[config.mk]
export PLATFORM = sky130hd
export DESIGN_NAME = qw_byte_reader
export DESIGN_NICKNAME = d
export VERILOG_FILES = /design/src/rtl/qbr_pkg.sv /design/src/rtl/qbr_src_ctrl.sv /design/src/rtl/qbr_stage.sv /design/src/rtl/qbr_gather.sv /design/src/rtl/qw_byte_reader.sv
export SDC_FILE = /design/constraint.sdc
export NUM_CORES = 1
export LEC_CHECK = 0
export BUFFER_PORTS_ARGS = -buffer_cell sky130_fd_sc_hd__buf_2
export CORE_ASPECT_RATIO = 2
export CORE_MARGIN = 3
export CORE_UTILIZATION = 64
export DETAILED_ROUTE_END_ITERATION = 6
export GPL_ROUTABILITY_DRIVEN = 0
export PLACE_DENSITY_LB_ADDON = 0.25
export SYNTH_ARGS = -nofsm -noshare
export SYNTH_HDL_FRONTEND = slang
export SYNTH_HIERARCHICAL = 1
export SYNTH_SLANG_ARGS = --single-unit
[constraint.sdc]
create_clock -name clk -period 9.9 [get_ports clk]
set_input_delay 0.495 -clock clk [delete_from_list [all_inputs] [get_ports clk]]
set_output_delay 0.495 -clock clk [all_outputs]
set_load 0.01 [all_outputs]
[src/rtl/qbr_pkg.sv]
// Shared types for the quadword byte reader.
// Assumes: nothing beyond the importing module's clocking.
package qbr_pkg;

    typedef enum logic [1:0] {
        ST_IDLE = 2'd0,   // waiting for a read, alignment or configuration
        ST_COPY = 2'd1,   // moving bytes from staging register to response
        ST_FILL = 2'd2,   // waiting on a quadword from memory
        ST_RESP = 2'd3    // presenting the assembled response
    } qbr_state_t;

endpackage

[src/rtl/qbr_src_ctrl.sv]
// Source address tracker: holds the next fetch address, the end address
// and the pending tag-skip flag, and reports the bytes left to fetch.
// Assumes start and end are BYTES-aligned with start <= end.
module qbr_src_ctrl #(
    parameter int ADDR_W = 16,
    parameter int BYTES  = 16
) (
    input  logic              clk,
    input  logic              rst_n,
    input  logic              cfg_go,
    input  logic [ADDR_W-1:0] cfg_start,
    input  logic [ADDR_W-1:0] cfg_end,
    input  logic              cfg_tag,
    input  logic              advance,
    output logic [ADDR_W-1:0] next_addr,
    output logic [ADDR_W-1:0] remaining,
    output logic              at_end,
    output logic              tag_pend
);

    localparam logic [ADDR_W-1:0] STEP = ADDR_W'(BYTES);

    logic [ADDR_W-1:0] end_addr;

    // Purpose: load a transfer or step past a fetched quadword.
    always_ff @(posedge clk) begin
        if (!rst_n) begin
            next_addr <= '0;
            end_addr  <= '0;
            tag_pend  <= 1'b0;
        end else if (cfg_go) begin
            next_addr <= cfg_start;
            end_addr  <= cfg_end;
            tag_pend  <= cfg_tag;
        end else if (advance) begin
            next_addr <= next_addr + STEP;
            tag_pend  <= 1'b0;
        end
    end

    // Purpose: derive the fetch-side byte count and the end condition.
    always_comb begin
        at_end    = (next_addr >= end_addr);
        remaining = at_end ? '0 : (end_addr - next_addr);
    end

endmodule

[src/rtl/qbr_stage.sv]
// Staging register: one quadword plus a byte cursor. The cursor value
// BYTES means empty. Handles load (with optional leading skip), consume
// and round-up alignment.
// Assumes ALIGN is a power of two no larger than BYTES.
module qbr_stage #(
    parameter int BYTES     = 16,
    parameter int TAG_BYTES = 8,
    parameter int ALIGN     = 4
) (
    input  logic                          clk,
    input  logic                          rst_n,
    input  logic                          clear,
    input  logic                          load,
    input  logic [8*BYTES-1:0]            load_data,
    input  logic                          skip,
    input  logic                          consume,
    input  logic [$clog2(BYTES):0]        take,
    input  logic                          align,
    output logic [8*BYTES-1:0]            qw,
    output logic [$clog2(BYTES):0]        pos,
    output logic                          empty
);

    localparam int POS_W = $clog2(BYTES) + 1;
    localparam logic [POS_W-1:0] FULL_POS = POS_W'(BYTES);
    localparam logic [POS_W-1:0] SKIP_POS = POS_W'(TAG_BYTES);
    localparam logic [POS_W-1:0] AL_MASK  = POS_W'(ALIGN - 1);

    logic [POS_W-1:0] pos_up;

    // Purpose: cursor rounded up to the alignment boundary.
    always_comb begin
        pos_up = (pos + AL_MASK) & ~AL_MASK;
    end

    // Purpose: update quadword and cursor; one action per cycle.
    always_ff @(posedge clk) begin
        if (!rst_n) begin
            qw  <= '0;
            pos <= FULL_POS;
        end else if (clear) begin
            pos <= FULL_POS;
        end else if (load) begin
            qw  <= load_data;
            pos <= skip ? SKIP_POS : '0;
        end else if (consume) begin
            pos <= pos + take;
        end else if (align && (pos < FULL_POS)) begin
            pos <= pos_up;
        end
    end

    assign empty = (pos >= FULL_POS);

endmodule

[src/rtl/qbr_gather.sv]
// Response assembler: appends a run of staging bytes to an accumulator
// at its current fill point. Bytes above the fill point stay zero.
// Assumes fill + take never exceeds BYTES.
module qbr_gather #(
    parameter int BYTES = 16
) (
    input  logic                   clk,
    input  logic                   rst_n,
    input  logic                   clear,
    input  logic                   go,
    input  logic [8*BYTES-1:0]     src,
    input  logic [$clog2(BYTES):0] pos,
    input  logic [$clog2(BYTES):0] take,
    output logic [8*BYTES-1:0]     acc
);

    localparam int POS_W = $clog2(BYTES) + 1;
    localparam int IDX_W = $clog2(BYTES);

    logic [POS_W-1:0]   fill;
    logic [POS_W-1:0]   fill_end;
    logic [8*BYTES-1:0] acc_n;

    // Purpose: place each selected staging byte at its response lane.
    always_comb begin
        fill_end = fill + take;
        acc_n    = acc;
        for (int i = 0; i < BYTES; i++) begin
            logic [IDX_W-1:0] idx;
            idx = IDX_W'(pos + POS_W'(i) - fill);
            if ((POS_W'(i) >= fill) && (POS_W'(i) < fill_end))
                acc_n[8*i +: 8] = src[8*idx +: 8];
        end
    end

    // Purpose: clear on a new read, append on each copy step.
    always_ff @(posedge clk) begin
        if (!rst_n) begin
            acc  <= '0;
            fill <= '0;
        end else if (clear) begin
            acc  <= '0;
            fill <= '0;
        end else if (go) begin
            acc  <= acc_n;
            fill <= fill_end;
        end
    end

endmodule

[src/rtl/qw_byte_reader.sv]
// Top of the quadword byte reader: accepts byte reads, copies them out
// of the staging register in pieces, fetches quadwords on demand and
// reports the bytes still available.
// Assumes cfg_start/cfg_end are 16-byte aligned and cfg_start <= cfg_end.
module qw_byte_reader #(
    parameter int ADDR_W    = 16,
    parameter int BYTES     = 16,
    parameter int TAG_BYTES = 8,
    parameter int ALIGN     = 4
) (
    input  logic                      clk,
    input  logic                      rst_n,
    input  logic                      cfg_load,
    input  logic [ADDR_W-1:0]         cfg_start,
    input  logic [ADDR_W-1:0]         cfg_end,
    input  logic                      cfg_tag,
    input  logic                      align_req,
    input  logic                      rd_valid,
    input  logic [$clog2(BYTES)-1:0]  rd_len,
    output logic                      rd_ready,
    output logic                      rd_stall,
    output logic                      rsp_valid,
    output logic [8*BYTES-1:0]        rsp_data,
    output logic [ADDR_W:0]           avail_bytes,
    output logic                      err_flag,
    output logic                      mem_req,
    output logic [ADDR_W-1:0]         mem_addr,
    input  logic                      mem_rsp_valid,
    input  logic [8*BYTES-1:0]        mem_rsp_data
);

    import qbr_pkg::*;

    localparam int POS_W = $clog2(BYTES) + 1;
    localparam int AV_W  = ADDR_W + 1;
    localparam logic [POS_W-1:0] FULL_POS = POS_W'(BYTES);

    qbr_state_t        st, st_n;
    logic [POS_W-1:0]  rem;
    logic [POS_W-1:0]  len_eff;
    logic [POS_W-1:0]  space;
    logic [POS_W-1:0]  take;
    logic [POS_W-1:0]  pos;
    logic [8*BYTES-1:0] qw;
    logic [ADDR_W-1:0] next_addr;
    logic [ADDR_W-1:0] remaining;
    logic              at_end, tag_pend, empty;
    logic              idle, enough, fire, cfg_go, align_go;
    logic              copy_go, fill_done, over_end;

    // Purpose: decode request, acceptance and step conditions.
    always_comb begin
        idle      = (st == ST_IDLE);
        len_eff   = (rd_len == '0) ? FULL_POS : POS_W'(rd_len);
        space     = FULL_POS - pos;
        take      = (rem < space) ? rem : space;
        avail_bytes = AV_W'(remaining) + AV_W'(space);
        enough    = (avail_bytes >= AV_W'(len_eff));
        cfg_go    = idle && cfg_load;
        align_go  = idle && align_req && !cfg_load;
        rd_ready  = idle && !cfg_load && !align_req && enough;
        rd_stall  = idle && rd_valid && !enough;
        fire      = rd_valid && rd_ready;
        copy_go   = (st == ST_COPY) && !empty;
        fill_done = (st == ST_FILL) && mem_rsp_valid;
        over_end  = (st == ST_COPY) && empty && at_end;
        mem_req   = (st == ST_FILL);
        mem_addr  = next_addr;
        rsp_valid = (st == ST_RESP);
    end

    // Purpose: next-state logic of the read sequencer.
    always_comb begin
        st_n = st;
        unique case (st)
            ST_IDLE: if (fire) st_n = ST_COPY;
            ST_COPY: begin
                if (empty)              st_n = at_end ? ST_RESP : ST_FILL;
                else if (take == rem)   st_n = ST_RESP;
            end
            ST_FILL: if (mem_rsp_valid) st_n = ST_COPY;
            ST_RESP: st_n = ST_IDLE;
            default: st_n = ST_IDLE;
        endcase
    end

    // Purpose: sequencer state, bytes still owed, sticky end error.
    always_ff @(posedge clk) begin
        if (!rst_n) begin
            st       <= ST_IDLE;
            rem      <= '0;
            err_flag <= 1'b0;
        end else begin
            st <= st_n;
            if (fire)         rem <= len_eff;
            else if (copy_go) rem <= rem - take;
            if (cfg_go)        err_flag <= 1'b0;
            else if (over_end) err_flag <= 1'b1;
        end
    end

    qbr_src_ctrl #(.ADDR_W(ADDR_W), .BYTES(BYTES)) u_src (
        .clk       (clk),
        .rst_n     (rst_n),
        .cfg_go    (cfg_go),
        .cfg_start (cfg_start),
        .cfg_end   (cfg_end),
        .cfg_tag   (cfg_tag),
        .advance   (fill_done),
        .next_addr (next_addr),
        .remaining (remaining),
        .at_end    (at_end),
        .tag_pend  (tag_pend)
    );

    qbr_stage #(.BYTES(BYTES), .TAG_BYTES(TAG_BYTES), .ALIGN(ALIGN)) u_stage (
        .clk       (clk),
        .rst_n     (rst_n),
        .clear     (cfg_go),
        .load      (fill_done),
        .load_data (mem_rsp_data),
        .skip      (tag_pend),
        .consume   (copy_go),
        .take      (take),
        .align     (align_go),
        .qw        (qw),
        .pos       (pos),
        .empty     (empty)
    );

    qbr_gather #(.BYTES(BYTES)) u_gather (
        .clk   (clk),
        .rst_n (rst_n),
        .clear (fire),
        .go    (copy_go),
        .src   (qw),
        .pos   (pos),
        .take  (take),
        .acc   (rsp_data)
    );

endmodule

* Word level (Yosys, flattened, before mapping)
Index checks and enable logic that the tools add are counted.
** Word-level totals
- Register bits :: 307
- Bits of input ports :: 171
** Operators by class
- $add $sub $neg :: 38
- $lt $le $gt $ge :: 37
- Equality and inequality tests :: 7
- Shift-type cells :: 16
- Multiplexer cells :: 19
- Bitwise logic cells :: 2
- Reduce and logical (&&, ||, !) cells :: 59
** Operator list (number)
- $shiftx A128 B8 Y8 :: 16
- $sub A4 B4 Y4 :: 16
- $mux W16 :: 3
- $ge A4 B5 Y1 const A :: 8
- $lt A4 B5 Y1 const A :: 8
- $mux W5 :: 7
- $reduce_and A2 Y1 :: 17
- $add A4 B4 Y4 const B :: 8
- $logic_and A1 B1 Y1 :: 30
- $ge A3 B5 Y1 const A :: 4
- $lt A3 B5 Y1 const A :: 4
- $add A16 B5 Y17 :: 1
- $ge A17 B5 Y1 :: 1
- $add A16 B5 Y16 const B :: 1
- $add A4 B3 Y4 const B :: 4
- $ge A16 B16 Y1 :: 1
- $sub A16 B16 Y16 :: 1
- $add A5 B5 Y5 :: 2
- $ge A1 B5 Y1 const A :: 2
- $ge A2 B5 Y1 const A :: 2
- $lt A1 B5 Y1 const A :: 2
- $lt A2 B5 Y1 const A :: 2
- $mux W2 :: 4
- $pmux W2 S4 :: 1
- other kinds (23) :: 33

* Depth between registers and ports, before layout
- Word-level depth :: 8
- Gate-level depth with buffers :: 29
- Gate-level depth less buffers :: 25

* By module
The synthesis kept the hierarchy.
** Modules (own cells, without submodules)
- qbr_gather :: instances 1, cells each 1298, area each 14113.5 sq um, sequential area each 2662.6 sq um
- qbr_stage :: instances 1, cells each 609, area each 5129.9 sq um, sequential area each 2662.6 sq um
- qbr_src_ctrl :: instances 1, cells each 286, area each 2327.2 sq um, sequential area each 660.6 sq um
- qw_byte_reader :: instances 1, cells each 198, area each 1576.5 sq um, sequential area each 160.2 sq um

* Worst setup path before layout
OpenSTA, ideal clock, no wires.
- Kind :: reg2reg
- Start :: register u_src.next_addr[0]
- End :: register u_gather.acc[126]
- Library setup time :: 0.061 ns
- Data arrival time :: 5.400 ns
- Data required time :: 9.839 ns
- Setup slack :: 4.439 ns
- Stages on the path, launching flop included :: 26
- Buffers on the path :: 2
- Cell sequence :: dfxtp_1 ha_1 fa_1 nand2b_1 a211oi_2 nor2_1 o21a_1 a41o_4 nor2_1 ha_1 a21oi_1 and2b_1 nor2_1 xnor2_1 ha_1 nand4_1 a21oi_1 a211oi_1 o21ai_1 nor4_4 a311oi_4 buf_6 nand2b_1 clkbuf_1 nor3_1 a22o_1
** Between the ends
- Cells in the longest elaborated chain, start to end :: 7
** RTL lines
- from (decl) :: line qbr_src_ctrl.sv:15 : output logic [ADDR_W-1:0] next_addr,
- from (signal assigned) :: line qbr_src_ctrl.sv:32 : next_addr <= cfg_start;
- from (signal assigned) :: line qbr_src_ctrl.sv:36 : next_addr <= next_addr + STEP;
- $sub A16 B16 Y16 or $ge A16 B16 Y1 (tied branches) :: line qbr_src_ctrl.sv:44, qbr_src_ctrl.sv:43
- $mux W16 (*) :: line qbr_src_ctrl.sv:44 : remaining = at_end ? '0 : (end_addr - next_addr);
- via remaining[2] :: line qw_byte_reader.sv:46 : logic [ADDR_W-1:0] remaining;
- $add A16 B5 Y17 (*) :: line qw_byte_reader.sv:57 : avail_bytes = AV_W'(remaining) + AV_W'(space);
- via avail_bytes[4] :: line qw_byte_reader.sv:24 : output logic [ADDR_W:0] avail_bytes,
- $ge A17 B5 Y1 (*) :: line qw_byte_reader.sv:58 : enough = (avail_bytes >= AV_W'(len_eff));
- $logic_and A1 B1 Y1 (*) :: line qw_byte_reader.sv:61 : rd_ready = idle && !cfg_load && !align_req && enough;
- $logic_and A1 B1 Y1 (*) :: line qw_byte_reader.sv:63 : fire = rd_valid && rd_ready;
- via fire :: line qw_byte_reader.sv:48 : logic idle, enough, fire, cfg_go, align_go;
- $reduce_or A2 Y1 (no source line) (*)
- to (signal assigned) :: line qbr_gather.sv:45 : acc <= acc_n;
- to (decl) :: line qbr_gather.sv:14 : output logic [8*BYTES-1:0] acc
The timed path passes the listed nets; every way through them passes the cells marked *.
A chain may end at the register's enable or synchronous reset.

* Worst setup path in the final report
- Start :: register u_src.end_addr[0]
- End :: register u_gather.acc[86]
** Between the ends
- Cells in the longest elaborated chain, start to end :: 7
** RTL lines
- from (decl) :: line qbr_src_ctrl.sv:23 : logic [ADDR_W-1:0] end_addr;
- from (signal assigned) :: line qbr_src_ctrl.sv:33 : end_addr <= cfg_end;
- $ge A16 B16 Y1 :: line qbr_src_ctrl.sv:43 : at_end = (next_addr >= end_addr);
- via at_end :: line qw_byte_reader.sv:47 : logic at_end, tag_pend, empty;
- $mux W16 :: line qbr_src_ctrl.sv:44
- via remaining[2] :: line qw_byte_reader.sv:46
- $add A16 B5 Y17 :: line qw_byte_reader.sv:57
- $ge A17 B5 Y1 :: line qw_byte_reader.sv:58
- $logic_and A1 B1 Y1 :: line qw_byte_reader.sv:61
- $logic_and A1 B1 Y1 :: line qw_byte_reader.sv:63
- $reduce_or A2 Y1 (no source line)
The timed path passes the listed nets, and every way through them passes these cells.

==> flow_metrics.py <==
metrics = {
    "timing": {
        "layout_worst_path_cycle_share": 0.681,
        "slew_headroom": 0.0615,
        "finalWorstSetupSlack_ns": 3.16,
        "rsz0062_at_grt": "no",
        "hold_viol": 0,
        "finalSetupTns_ns": 0,
        "fmax_mhz": 148,
        "min_period_ns": 6.74,
        "skew_ns": 0.0254,
        "drv_slew": 0,
        "finalSetupViolations": 0,
        "worstMarginPinSlew_ns": 1.40,
    },
    "clock_network": {
        "clkLatencyLatePin_ns": 0.58,
        "cts.sinks": 307,
        "clock_tree.root_cell": "clkbuf_16",
        "cts_post_setup_buffers_inserted": 0,
        "cts_resized": 0,
        "htreeDepth": 1,
        "clk_pin_slew_ns": 0.07,
        "cts_tree": "done",
        "cts_buffer_depth": 3,
        "cts_buffers": 28,
        "hold_buffers": 0,
    },
    "pwr": {
        "max-vdd-ir-drop_mv": 0.127,
        "switchingPower_uw": 943,
        "swShare": 0.310,
        "powerDensity_nw_per_um2": 118,
        "internal_power_mw": 2.10,
        "finalPower_mw": 3.04,
        "seqPwrFrac": 0.425,
        "clockPowerShare": 0.362,
        "pwr-share-comb": 0.213,
        "leakage_nw": 10.9,
    },
    "layout": {
        "drive_gt1_frac": 0.262,
        "nFillCells": 2634,
        "fin_nets": 2850,
        "area.growth.synth_to_final_pct": 11.3,
        "mostFrequentLayoutCells": "482 x nand2_1, 335 x buf_2, 307 x dfxtp_1, 243 x mux2i_1, 224 x mux4_2",
        "final_common_cell": "nand2_1",
        "diodes": 0,
    },
    "worst_setup_path": {
        "endpoint": "u_gather/acc[86]",
        "worstPathArrival_ns": 7.25,
        "r2r_end": "u_gather/acc[86]",
        "crit_path_start_kind": "flip-flop",
        "rr_worst_depth": 25,
        "rrSetupSlack_ns": 3.16,
        "cp-startpoint": "u_src/end_addr[0]",
        "worstSetupEndpointType": "flip-flop",
        "critPathKind": "reg -> reg",
        "reg2reg_from": "u_src/end_addr[0]",
        "worst_ep_required_time_ns": 10.41,
        "cp_max_fo": 31,
    },
    "yosys": {
        "synth_cells": 2391,
        "synthFlopType": "dfxtp_1",
        "syn_area_um2": 23100,
        "yosys.area_share.adder": 0.0436,
        "syn_area_per_cell_um2": 9.68,
        "synthMuxAreaShare": 0.329,
        "synth_xor_area_frac": 0.0290,
        "synth_top_family_by_area": "multiplexers",
        "synth_fp_nets": 2633,
        "synth-edff-count": 0,
        "synth_cell_types": 82,
        "ys_ff_latch": 307,
        "yosys_warnings": 6,
        "synth_compound_area_frac": 0.122,
        "synth-simple-area-share": 0.164,
        "synth-seq-area-share": 0.266,
        "synthArstFlopShare": 0,
    },
    "grt": {
        "grt-ovfl-total": 0,
        "grt_use_met3": 0.150,
        "grt_use_met1": 0.407,
        "grt_max_degree": 98,
        "gr-usage-all-layers": 0.435,
        "antenna_found_initial": 3,
        "gr-max-usage-layer": "met2",
        "grt_pass1_wl_mm": 127,
        "use_met2": 0.725,
        "first_global_vias": 21300,
    },
    "drt": {
        "ant_nets": 0,
        "viasPerCell": 7.07,
        "wire_per_inst_um": 28.4,
        "num_vias": 21700,
        "dr.first_iter.drc_count": 3022,
        "drcViolationCount": 0,
        "dr.pass1.iters": 7,
        "wirelength_mm": 87.1,
    },
    "die": {
        "core_um2": 35300,
        "die_h_um": 275,
        "ios": 337,
        "fp-row-count": 97,
        "initial_core_util": 0.655,
        "fp.dieW_um": 140,
        "die_area_um2": 38600,
    },
    "outcome": {
        "status": "completed",
    },
    "place": {
        "pre_cts_ws_ns": 3.38,
        "io_buffers": 336,
        "place_hpwl_mm": 63.9,
    },
    "run": {
        "maxCapViolations": 0,
    },
    "worst_hold_path": {
        "hp-class": "in -> reg",
    },
}
[power by group through the flow]
stage	logic (mW)	registers, mW	clock network, mW
floorplan	0.436	1.31	0
global placement	0.603	1.32	0
detailed placement	0.619	1.32	0
CTS	0.621	1.29	1.11
global route	0.687	1.29	1.15
finish	0.649	1.29	1.10
[state kept, by name, indices dropped and copies added (netlist names)]
signal,flops
rem,5
u_gather/fill,5
u_src/next_addr,16
err_flag,1
u_stage/pos,5
u_gather/acc,128
st,2
u_stage/qw,128
u_src/end_addr,16
u_src/tag_pend,1
[stage by stage]
| stage | instance area [µm²] | utilization | std cells | hold slack (ns) |
|---|---|---|---|---|
| after floorplan | 23100 | - | 2391 | 0.482 |
| after global placement | 24900 | 0.704 | 3023 | 0.445 |
| after detailed placement | 24900 | 0.704 | 3023 | 0.455 |
| after CTS | 25800 | 0.729 | 3070 | 0.137 |
| after global routing | 25800 | 0.729 | 3070 | 0.154 |
| final | 25800 | 0.729 | 3070 | 0.149 |
[cells in the mapped netlist (all sizes together) (9+ instances only)]
master	count	area [µm²]
a21o	15	113
a21oi	56	280
mux4	224	5040
ha	55	688
nand2b	20	133
nor2b	27	169
nand4	50	319
inv	73	274
nand2	482	1810
nand3	114	588
a21boi	129	968
xnor2	45	413
o211ai	28	215
and2	17	106
nor3	25	140
xor2	22	211
a22o	24	210
buf	91	497
dfxtp	307	6150
mux2i	243	2430
nor2	53	199
o21ai	54	274
fa	16	320
and3	21	131
clkbuf	84	315
o211a	9	90.1
o221ai	15	150
mux2	13	146
[metal layers]
layer	share of wire	up-vias	wire length [µm]
met5	0.00038	-	33
met4	0.13	4	11000
met3	0.12	570	10400
met2	0.48	1617	41600
met1	0.28	10200	24100
li1	-	9279	-
[how the worst min path moves through the flow]
stage	endpoint	slack, ns	cells past startpoint	from
finish	u_stage/qw[62]	0.15	3	mem_rsp_data[62]
floorplan	u_stage/qw[0]	0.48	2	u_stage/qw[0]
CTS	u_stage/qw[15]	0.14	3	mem_rsp_data[15]
detailed placement	u_gather/acc[108]	0.46	2	u_gather/acc[108]
global placement	u_gather/acc[108]	0.45	2	u_gather/acc[108]
global route	u_stage/qw[32]	0.15	3	mem_rsp_data[32]
[worst max-delay path, cell delays in order (launching register included)]
cell	delay, ns
dfxtp_1	0.34
inv_1	0.05
ha_1	0.19
fa_1	0.40
nand2b_1	0.20
a211oi_2	0.29
nor2_1	0.10
o21a_1	0.22
a41o_4	0.32
nor2_1	0.13
ha_1	0.29
a21oi_1	0.30
and2b_1	0.22
nor2_1	0.15
xnor2_1	0.16
ha_1	0.27
nand4_1	0.10
a21oi_1	0.05
a211oi_1	0.23
o21ai_1	0.16
nor4_4	0.24
a311oi_4	0.25
nand2b_1	0.25
buf_4	0.30
nor3_1	1.14
a22o_1	0.30
[area by class of cell]
cell class,count,area [µm²],area share
Inverter,73,274,0.0106
Clock inverter,14,138,0.00534
Tap cell,445,557,0.0216
Timing Repair Buffer,362,1880,0.0730
Sequential cell,307,6150,0.239
Clock buffer,33,761,0.0295
Multi-Input combinational cell,1836,16000,0.621
[kinds of logic (layout without fill, tap and decap cells)]
family	Yosys count	count (layout)
simple gates	832	832
mux	480	480
compound gates	384	384
flops	307	307
buf+inv	248	482
fa+ha+maj	71	71
xor+xnor	69	69
Power figures use the tool's default switching activity.
